**src/rtl/ind_ea_pkg.sv**
```systemverilog
package ind_ea_pkg;

    typedef enum logic [1:0] {
        AM_PTR_Y  = 2'b00,
        AM_LONG_Y = 2'b01,
        AM_X_PTR  = 2'b10,
        AM_BAD    = 2'b11
    } am_e;

    typedef enum logic [1:0] {
        ST_IDLE  = 2'd0,
        ST_FETCH = 2'd1,
        ST_MERGE = 2'd2
    } seq_st_e;

endpackage

```
**src/rtl/ind_ptr_addr.sv**
```systemverilog
module ind_ptr_addr #(
    parameter int OFF_W = 8,
    parameter int PTR_W = 16,
    parameter int IDX_W = 16
) (
    input  logic [OFF_W-1:0] offset,
    input  logic [PTR_W-1:0] dreg,
    input  logic [IDX_W-1:0] xidx,
    input  logic             use_x,
    output logic [PTR_W-1:0] loc
);
    logic [PTR_W-1:0] off_ext;
    logic [PTR_W-1:0] x_ext;

    always_comb begin
        off_ext = PTR_W'(offset);
        x_ext   = use_x ? PTR_W'(xidx) : '0;
        loc     = dreg + off_ext + x_ext;
    end
endmodule

```
**src/rtl/ind_ptr_bytes.sv**
```systemverilog
module ind_ptr_bytes #(
    parameter int BYTE_W = 8,
    parameter int NBYTES = 3,
    localparam int IDX_W = (NBYTES > 1) ? $clog2(NBYTES) : 1
) (
    input  logic                     clk,
    input  logic                     rst_n,
    input  logic                     clr,
    input  logic                     wr_en,
    input  logic [IDX_W-1:0]         wr_idx,
    input  logic [BYTE_W-1:0]        wr_data,
    output logic [NBYTES*BYTE_W-1:0] ptr_val
);
    for (genvar g = 0; g < NBYTES; g++) begin : g_byte
        logic [BYTE_W-1:0] b_q;
        always_ff @(posedge clk or negedge rst_n) begin
            if (!rst_n) begin
                b_q <= '0;
            end else if (clr) begin
                b_q <= '0;
            end else if (wr_en && (wr_idx == IDX_W'(g))) begin
                b_q <= wr_data;
            end
        end
        assign ptr_val[g*BYTE_W +: BYTE_W] = b_q;
    end


    wr_idx_range_chk: assert property (@(posedge clk) disable iff (!rst_n)
        wr_en |-> (32'(wr_idx) < NBYTES));
endmodule

```
**src/rtl/ind_ea_merge.sv**
```systemverilog
module ind_ea_merge
    import ind_ea_pkg::*;
#(
    parameter int PTR_W  = 16,
    parameter int BANK_W = 8,
    parameter int IDX_W  = 16,
    localparam int ADDR_W = PTR_W + BANK_W
) (
    input  am_e               mode,
    input  logic [ADDR_W-1:0] ptr_val,
    input  logic [BANK_W-1:0] dbank,
    input  logic [IDX_W-1:0]  yidx,
    output logic [ADDR_W-1:0] ea
);
    logic [ADDR_W-1:0] banked;
    logic [ADDR_W-1:0] y_ext;

    always_comb begin
        banked = {dbank, ptr_val[PTR_W-1:0]};
        y_ext  = ADDR_W'(yidx);
        unique case (mode)
            AM_PTR_Y:  ea = banked + y_ext;
            AM_LONG_Y: ea = ptr_val + y_ext;
            AM_X_PTR:  ea = banked;
            default:   ea = '0;
        endcase
    end
endmodule

```
**src/rtl/ind_ea_seq.sv**
```systemverilog
module ind_ea_seq
    import ind_ea_pkg::*;
#(
    parameter int OFF_W  = 8,
    parameter int PTR_W  = 16,
    parameter int BANK_W = 8,
    parameter int IDX_W  = 16,
    parameter int BYTE_W = 8,
    localparam int ADDR_W     = PTR_W + BANK_W,
    localparam int SHORT_N    = PTR_W / BYTE_W,
    localparam int LONG_N     = ADDR_W / BYTE_W,
    localparam int CNT_W      = $clog2(LONG_N)
) (
    input  logic              clk,
    input  logic              rst_n,
    input  logic              start,
    input  logic [1:0]        mode,
    input  logic [OFF_W-1:0]  offset,
    input  logic [PTR_W-1:0]  dreg,
    input  logic [IDX_W-1:0]  xidx,
    input  logic [IDX_W-1:0]  yidx,
    input  logic [BANK_W-1:0] dbank,
    output logic              mem_req,
    output logic [ADDR_W-1:0] mem_addr,
    input  logic [BYTE_W-1:0] mem_rdata,
    input  logic              mem_rvalid,
    output logic              done,
    output logic              err,
    output logic [ADDR_W-1:0] ea
);
    localparam logic [CNT_W-1:0] LAST_SHORT = CNT_W'(SHORT_N - 1);
    localparam logic [CNT_W-1:0] LAST_LONG  = CNT_W'(LONG_N - 1);

    seq_st_e           state_q, state_d;
    am_e               mode_q;
    am_e               mode_in;
    logic [PTR_W-1:0]  loc_d, loc_q;
    logic [IDX_W-1:0]  y_q;
    logic [BANK_W-1:0] bank_q;
    logic [CNT_W-1:0]  cnt_q;
    logic [CNT_W-1:0]  last_idx;
    logic              accept;
    logic              bad_mode;
    logic              byte_take;
    logic              last_take;
    logic [ADDR_W-1:0] ptr_val;
    logic [ADDR_W-1:0] ea_calc;
    logic              done_q, err_q;
    logic [ADDR_W-1:0] ea_q;

    assign mode_in   = am_e'(mode);
    assign bad_mode  = (mode_in == AM_BAD);
    assign accept    = (state_q == ST_IDLE) && start;
    assign last_idx  = (mode_q == AM_LONG_Y) ? LAST_LONG : LAST_SHORT;
    assign byte_take = (state_q == ST_FETCH) && mem_rvalid;
    assign last_take = byte_take && (cnt_q == last_idx);

    ind_ptr_addr #(.OFF_W(OFF_W), .PTR_W(PTR_W), .IDX_W(IDX_W)) u_loc (
        .offset (offset),
        .dreg   (dreg),
        .xidx   (xidx),
        .use_x  (mode_in == AM_X_PTR),
        .loc    (loc_d)
    );

    ind_ptr_bytes #(.BYTE_W(BYTE_W), .NBYTES(LONG_N)) u_bytes (
        .clk     (clk),
        .rst_n   (rst_n),
        .clr     (accept),
        .wr_en   (byte_take),
        .wr_idx  (cnt_q),
        .wr_data (mem_rdata),
        .ptr_val (ptr_val)
    );

    ind_ea_merge #(.PTR_W(PTR_W), .BANK_W(BANK_W), .IDX_W(IDX_W)) u_merge (
        .mode    (mode_q),
        .ptr_val (ptr_val),
        .dbank   (bank_q),
        .yidx    (y_q),
        .ea      (ea_calc)
    );

    // next-state logic
    always_comb begin
        state_d = state_q;
        unique case (state_q)
            ST_IDLE:  if (start && !bad_mode) state_d = ST_FETCH;
            ST_FETCH: if (last_take)          state_d = ST_MERGE;
            ST_MERGE:                         state_d = ST_IDLE;
            default:                          state_d = ST_IDLE;
        endcase
    end

    // state register and sequence context
    always_ff @(posedge clk or negedge rst_n) begin
        if (!rst_n) begin
            state_q <= ST_IDLE;
            mode_q  <= AM_PTR_Y;
            loc_q   <= '0;
            y_q     <= '0;
            bank_q  <= '0;
            cnt_q   <= '0;
        end else begin
            state_q <= state_d;
            if (accept) begin
                mode_q <= mode_in;
                loc_q  <= loc_d;
                y_q    <= yidx;
                bank_q <= dbank;
                cnt_q  <= '0;
            end else if (byte_take) begin
                cnt_q  <= cnt_q + 1'b1;
            end
        end
    end

    // registered outputs
    always_ff @(posedge clk or negedge rst_n) begin
        if (!rst_n) begin
            done_q <= 1'b0;
            err_q  <= 1'b0;
            ea_q   <= '0;
        end else begin
            done_q <= 1'b0;
            err_q  <= 1'b0;
            if (accept && bad_mode) begin
                done_q <= 1'b1;
                err_q  <= 1'b1;
                ea_q   <= '0;
            end else if (state_q == ST_MERGE) begin
                done_q <= 1'b1;
                ea_q   <= ea_calc;
            end
        end
    end

    assign mem_req  = (state_q == ST_FETCH);
    assign mem_addr = {{BANK_W{1'b0}}, loc_q + PTR_W'(cnt_q)};
    assign done     = done_q;
    assign err      = err_q;
    assign ea       = ea_q;


    req_hold_chk: assert property (@(posedge clk) disable iff (!rst_n)
        (mem_req && !mem_rvalid) |=> (mem_req && $stable(mem_addr)));


    bank_zero_chk: assert property (@(posedge clk) disable iff (!rst_n)
        mem_req |-> (mem_addr[ADDR_W-1:PTR_W] == '0));


    done_pulse_chk: assert property (@(posedge clk) disable iff (!rst_n)
        done |=> !done);


    err_with_done_chk: assert property (@(posedge clk) disable iff (!rst_n)
        err |-> done);


    ea_hold_chk: assert property (@(posedge clk) disable iff (!rst_n)
        !$stable(ea) |-> done);


    no_req_at_done_chk: assert property (@(posedge clk) disable iff (!rst_n)
        !(mem_req && done));
endmodule

```
**config.mk**
```make
export PLATFORM = sky130hd
export DESIGN_NAME = ind_ea_seq
export DESIGN_NICKNAME = d
export VERILOG_FILES = /design/src/rtl/ind_ea_pkg.sv /design/src/rtl/ind_ptr_addr.sv /design/src/rtl/ind_ptr_bytes.sv /design/src/rtl/ind_ea_merge.sv /design/src/rtl/ind_ea_seq.sv
export SDC_FILE = /design/constraint.sdc
export NUM_CORES = 1
export LEC_CHECK = 0
export BUFFER_PORTS_ARGS = -buffer_cell sky130_fd_sc_hd__buf_2
export CAP_MARGIN = 20
export CORE_MARGIN = 5
export CORE_UTILIZATION = 45
export DETAILED_ROUTE_END_ITERATION = 8
export PLACE_DENSITY = 0.65
export SETUP_SLACK_MARGIN = 0.2
export SYNTH_ARGS = -nofsm -noshare
export SYNTH_HDL_FRONTEND = slang
export SYNTH_SLANG_ARGS = --single-unit
```
**constraint.sdc**
```tcl
create_clock -name clk -period 3.7 [get_ports clk]
set_clock_uncertainty 0.05 [all_clocks]
set_input_delay 0.555 -clock clk [delete_from_list [all_inputs] [get_ports clk]]
set_output_delay 0.555 -clock clk [all_outputs]
set_load 0.02 [all_outputs]
```
## Yosys cells after proc, flatten, opt, wreduce, memory -nomap -nowiden

Cells that the tools add are included.

| operators by class | value |
|---|---|
| mux-type cells | 19 |
| equality and inequality tests | 11 |
| add/subtract/negate cells | 6 |
| reduce and logical (&&, ||, !) cells | 18 |

Operator list:

| operator | number |
|---|---|
| case mux 24 bit (3 select lines) | 1 |
| adder 24 x 16 -> 24 bit | 2 |
| 2-to-1 mux 24 bit | 2 |
| 2-to-1 mux 8 bit | 6 |
| adder 16 bit | 1 |
| adder 16 x 2 -> 16 bit | 1 |
| adder 16 x 8 -> 16 bit | 1 |
| 2-to-1 mux 16 bit | 1 |
| == test 2 bit, second input constant | 5 |
| 2-to-1 mux 2 bit | 5 |
| nonzero test 2 bit | 5 |
| logical AND 1 bit | 8 |
| == test 2 x 1 -> 1 bit, second input constant | 3 |
| logical NOT 2 bit | 3 |
| != test 2 x 1 -> 1 bit, second input constant | 2 |
| case mux 2 bit (2 select lines) | 1 |
| 2-to-1 mux 1 bit | 3 |
| adder 2 x 1 -> 2 bit, second input constant | 1 |
| == test 2 bit | 1 |
| AND reduction 2 bit | 1 |
| logical NOT 1 bit | 1 |

| word-level totals | value |
|---|---|
| register bits | 96 |
| word-level logic and storage cells | 66 |

## Longest topological paths before layout

| logic depth | value |
|---|---|
| depth after elaboration | 6 |
| depth in mapped cells | 15 |

## By module

Synthesis repeated with hierarchy kept, for this count alone.

| unflattened totals | value |
|---|---|
| cell total of the unflattened synthesis | 713 |
| area total of the unflattened synthesis | 6855.3 sq um |

Modules (own cells, without submodules):

| module | times used | area each (sq um) | cells an instance |
|---|---|---|---|
| ind_ea_seq | 1 | 3206.8 | 276 |
| ind_ea_merge | 1 | 1341.3 | 201 |
| ind_ptr_addr | 1 | 1196.1 | 145 |
| ind_ptr_bytes | 1 | 1111.1 | 91 |

## Least setup slack after synthesis

No wires, ideal clock.

| path | value |
|---|---|
| path kind | input -> register |
| from | input port mode[1] |
| to | register loc_q[13] |
| arrival time | 3.105 ns |
| path slack | 0.411 ns |
| stages | 14 |
| path through | nor2b_1 -> clkbuf_1 -> and2_1 -> fa_1 -> ha_1 -> inv_1 -> fa_1 -> nor2b_1 -> o31a_1 -> nor2b_1 -> o31ai_1 -> o31ai_1 -> xor2_1 -> o21ai_0 |

| between the ends | value |
|---|---|
| cells in the longest elaborated chain, start to end | 3 |

RTL lines:

| item | line | text |
|---|---|---|
| from (decl) | ind_ea_seq.sv:17 | `input logic [1:0] mode,` |
| == test 2 bit | ind_ea_seq.sv:62 | `.use_x (mode_in == AM_X_PTR),` |
| 2-to-1 mux 16 bit | ind_ptr_addr.sv:17 | `x_ext = use_x ? PTR_W'(xidx) : '0;` |
| adder 16 bit | ind_ptr_addr.sv:18 | `loc = dreg + off_ext + x_ext;` |
| to (signal assigned) | ind_ea_seq.sv:108 | `loc_q <= loc_d;` |
| to (decl) | ind_ea_seq.sv:37 | `logic [PTR_W-1:0] loc_d, loc_q;` |

No other way between the ends.
A chain may end at the register's enable or synchronous reset.

## Worst setup path after layout

| path | value |
|---|---|
| from | input port mode[1] |
| to | register loc_q[14] |

The elaborated chain is that of the path after synthesis.

==> summary.md <==
| Metric | Value |
|---|---|
| Status | finished clean |
| EDFF count, synth | 0 |
| Synth Cell Area | slightly above 6000 um2 |
| Routed wire length | about 15000 um |
| Setup crit start kind | input port |
| Die X | 127 um |
| Fillers | 1220 |
| Warning count from the yosys run | 0 |
| Starting density of the core | 0.460 |
| Synth area leaders | dfrtp_1 (39%), nand2_1 (9.7%), ha_1 (8.6%) |
| PortBufs | 120 |
| Syn Area/Cell | ~8.9 um2 |
| Synth top area share | 0.392 |
| FF/Latch Area | approximately 2400 um2 |
| Global-route wire length before repair | ~25000 um |
| Worst path slowest cell | fa_1 |
| Crit. End Element | flop |
| Part of the Yosys area used for sequential elements | 0.392 |
| Footprint of the multi-input gates | 3500 um2 |
| Layout Nets | 931 |
| Buf+Inv Stages, Crit Path | 2 |
| Clock latency at the later pin of the worst-skew pair | ~0.35 ns |
| Deepest clock path buffer count | 2 |
| Sink Count | 96 |
| Pins Over Slew Limit | 0 |
| TritonCTS clock tree | done |
| Hold Fails Final Rpt | 0 |
| Hold buffers post-CTS | 0 |
| WP data required | 3.84 ns |
| Final Setup Violations | 0 |
| Count of cell types in the netlist | 57 |
| Arrival time at the worst endpoint | 3.34 ns |
| CP cell instances | buf_2, nor2b_2, buf_4, and2_1, fa_1, ha_1, a21o_1, a2bb2oi_1, a21oi_1, o21ai_0, o21ai_0, xnor2_1, o21ai_0 |
| Hold Crit Class | input port to async pin |
| Floorplan core area | 13300 um2 |
| Non-filler cells, final | roughly 980 |
| HPWL after DPL | roughly 12000 um |
| Worst vdd ir | 0.310 mV |
| Share of cells above drive strength 1 | 0.196 |
| Cells after DPL | slightly below 1000 |
| Die Y | roughly 130 um |
| Post-DR wirelength/cell | 15.3 um |
| Mapped Cells | just under 700 |
| CTS Buf Count | 9 |
| Remaining routing DRC violations | 0 |
| Slew @ Worst Pin | roughly 1.0 ns |
| #FFs+latches synth | between 90 and 100 |
| Post-synth top flop | dfrtp_1 |
| FFs w/ async S/R, synth | 1.00 |
| Post-route ant nets | 0 |
| Synth area leader | dfrtp_1 |
| DR iter-0 viols | about 320 |
| Vias after detailed routing | approximately 5000 |
| R2R Setup Slk | ~1.0 ns |
| Power density cells | about 800 nW/um2 |
| Max cap viols | 0 |
| RSZ-0062 raised after global routing | false |
| WS Path Type | input port to flop |
| Critical Path Max Stage Delay | 0.41 ns |
| Drt pass-1 iters | 6 |
| Post-route setup TNS | 0 ns |
| I/O Pins | around 130 |
| Slew headroom | 0.301 |
| Total gr overflow | 0 |
| CP max FO | 12 |
| Clock H-tree levels | 3 |
| Crit path top cell by count | o21ai_0 |
| Final period util | 0.865 |
| Final GP Congestion | ~0.85 |
| Gr usage total | 0.193 |
| Vias in the first global route | between 5000 and 6000 |
| Area growth from synthesis to layout | 17.0% |
| Fmax | ~310 MHz |
| Leakage | between 3 and 4 nW |
| Clk root buf | clkbuf_16 |
| Row count | 42 |
| Largest net degree at the start of global routing | between 50 and 60 |
| Antenna violations before repair | 4 |
| Post-layout min period | around 3.2 ns |
| Clk slew on worst S/H paths | 0.06 ns |
| Via-per-instance ratio | around 5.2 |
| CP delay by family, top | compound AO/OA/AOI/OAI gates |
| Total die area | 16000 um2 |
path summary, 6_finish.rpt:
check / start / to / depth (start not counted)
setup reg to reg: u_bytes.g_byte[0].b_q[0] / ea[22] / 9
min in group clk: yidx[11] / y_q[11] / 3
max in group asynchronous: rst_n / bank_q[3] / 2
setup / recovery: mode[1] / loc_q[14] / 13
hold / removal: rst_n / ea[5] / 1
hold reg to reg: ea[0] / ea[0] / 2
layer usage:
metal | wire length, um | global-route usage | vias to the layer above
met3 | 860 | 0.0374 | 29
met5 | 19 | 0 | -
li1 | - | - | 2572
met4 | 379 | 0.0833 | 4
met2 | 7330 | 0.324 | 140
met1 | 6500 | 0.241 | 2378
logic make-up (layout without fill, tap and decap cells):
kind of cell / Yosys count / in the layout / share of synthesized area
AND/OR/NAND/NOR: 268 / 268 / 0.195
AO/OA/AOI/OAI: 162 / 162 / 0.168
flip-flops: 96 / 96 / 0.392
buffers and inverters: 55 / 163 / 0.0405
adder cells (fa/ha/maj): 53 / 53 / 0.122
XOR/XNOR: 44 / 44 / 0.0630
multiplexers: 11 / 11 / 0.0188
other: 1 / 11 / 0.000613
area by class of cell:
class                   instances  share of cell area
well taps                     176              0.0307
clock inverters                 3             0.00559
flip-flops and latches         96               0.335
diodes                          3             0.00105
inverters                      20              0.0105
multi-input cells             546               0.489
repair buffers                127              0.0915
clock buffers                  13              0.0363
registers in the layout, summed over array words and instances, names as in the netlist:
register,flops
loc_q,16
err,1
state_q,2
u_bytes.g_byte.b_q,24
done,1
bank_q,8
ea,24
cnt_q,2
mode_q,2
y_q,16
power breakdown:
part	internal, W	total [W]	switching, W
clock	0.000559	0.000941	0.000382
sequential	0.00151	0.00193	0.000422
combinational	0.00113	0.00288	0.00175
total	0.00320	0.00575	0.00255
Yosys cell counts (3+ instances only):
cell type / instances
a211o_1: 3
a21o_1: 11
a21oi_1: 29
a21oi_2: 3
a222oi_1: 3
a22oi_1: 12
a2bb2oi_1: 3
and2_1: 17
and3_1: 6
buf_2: 3
buf_4: 10
clkbuf_1: 22
dfrtp_1: 96
fa_1: 11
ha_1: 42
inv_1: 20
mux2i_1: 9
nand2_1: 158
nand2b_1: 4
nand3_1: 22
nand4_1: 3
nor2_1: 27
nor2b_1: 14
nor3_1: 6
o21a_1: 4
o21ai_0: 63
o21ai_1: 7
or2_2: 4
xnor2_1: 25
xor2_1: 19
placed cells by master, fill, tap and decap left out, types with 4 or more instances in the layout:
cell type,n
o21ai_1,7
buf_4,8
nor3_1,6
ha_1,42
dfrtp_1,96
and3_1,6
conb_1,8
a21o_1,11
nor2_1,27
a22oi_1,12
fa_1,11
buf_2,119
o21ai_0,63
nand2_1,157
a21oi_1,29
o21a_1,4
inv_1,20
nor2b_1,13
xnor2_1,25
and2_1,17
or2_2,4
nand3_1,22
mux2i_1,9
xor2_1,19
nand2b_1,4
clkbuf_16,9
metrics by stage:
stage | utilization | cell area, um2 | setup slack (ns) | hold WS (ns) | power (W)
after floorplan | - | 6150 | 0.411 | 0.209 | 0.00400
after global placement | 0.515 | 6850 | 0.125 | 0.410 | 0.00472
after detailed placement | 0.515 | 6850 | 0.0335 | 0.415 | 0.00482
after CTS | 0.538 | 7150 | 0.400 | 0.119 | 0.00580
after global routing | 0.539 | 7160 | 0.281 | 0.142 | 0.00623
final | 0.539 | 7160 | 0.501 | 0.108 | 0.00575
what timing repair did:
item                                    4_1_cts  5_1_grt
endpoints found under the setup margin        0        1
gates resized for setup                       0        1
setup buffers                                 0        0
No activity file was read; power rests on OpenSTA's default activity.
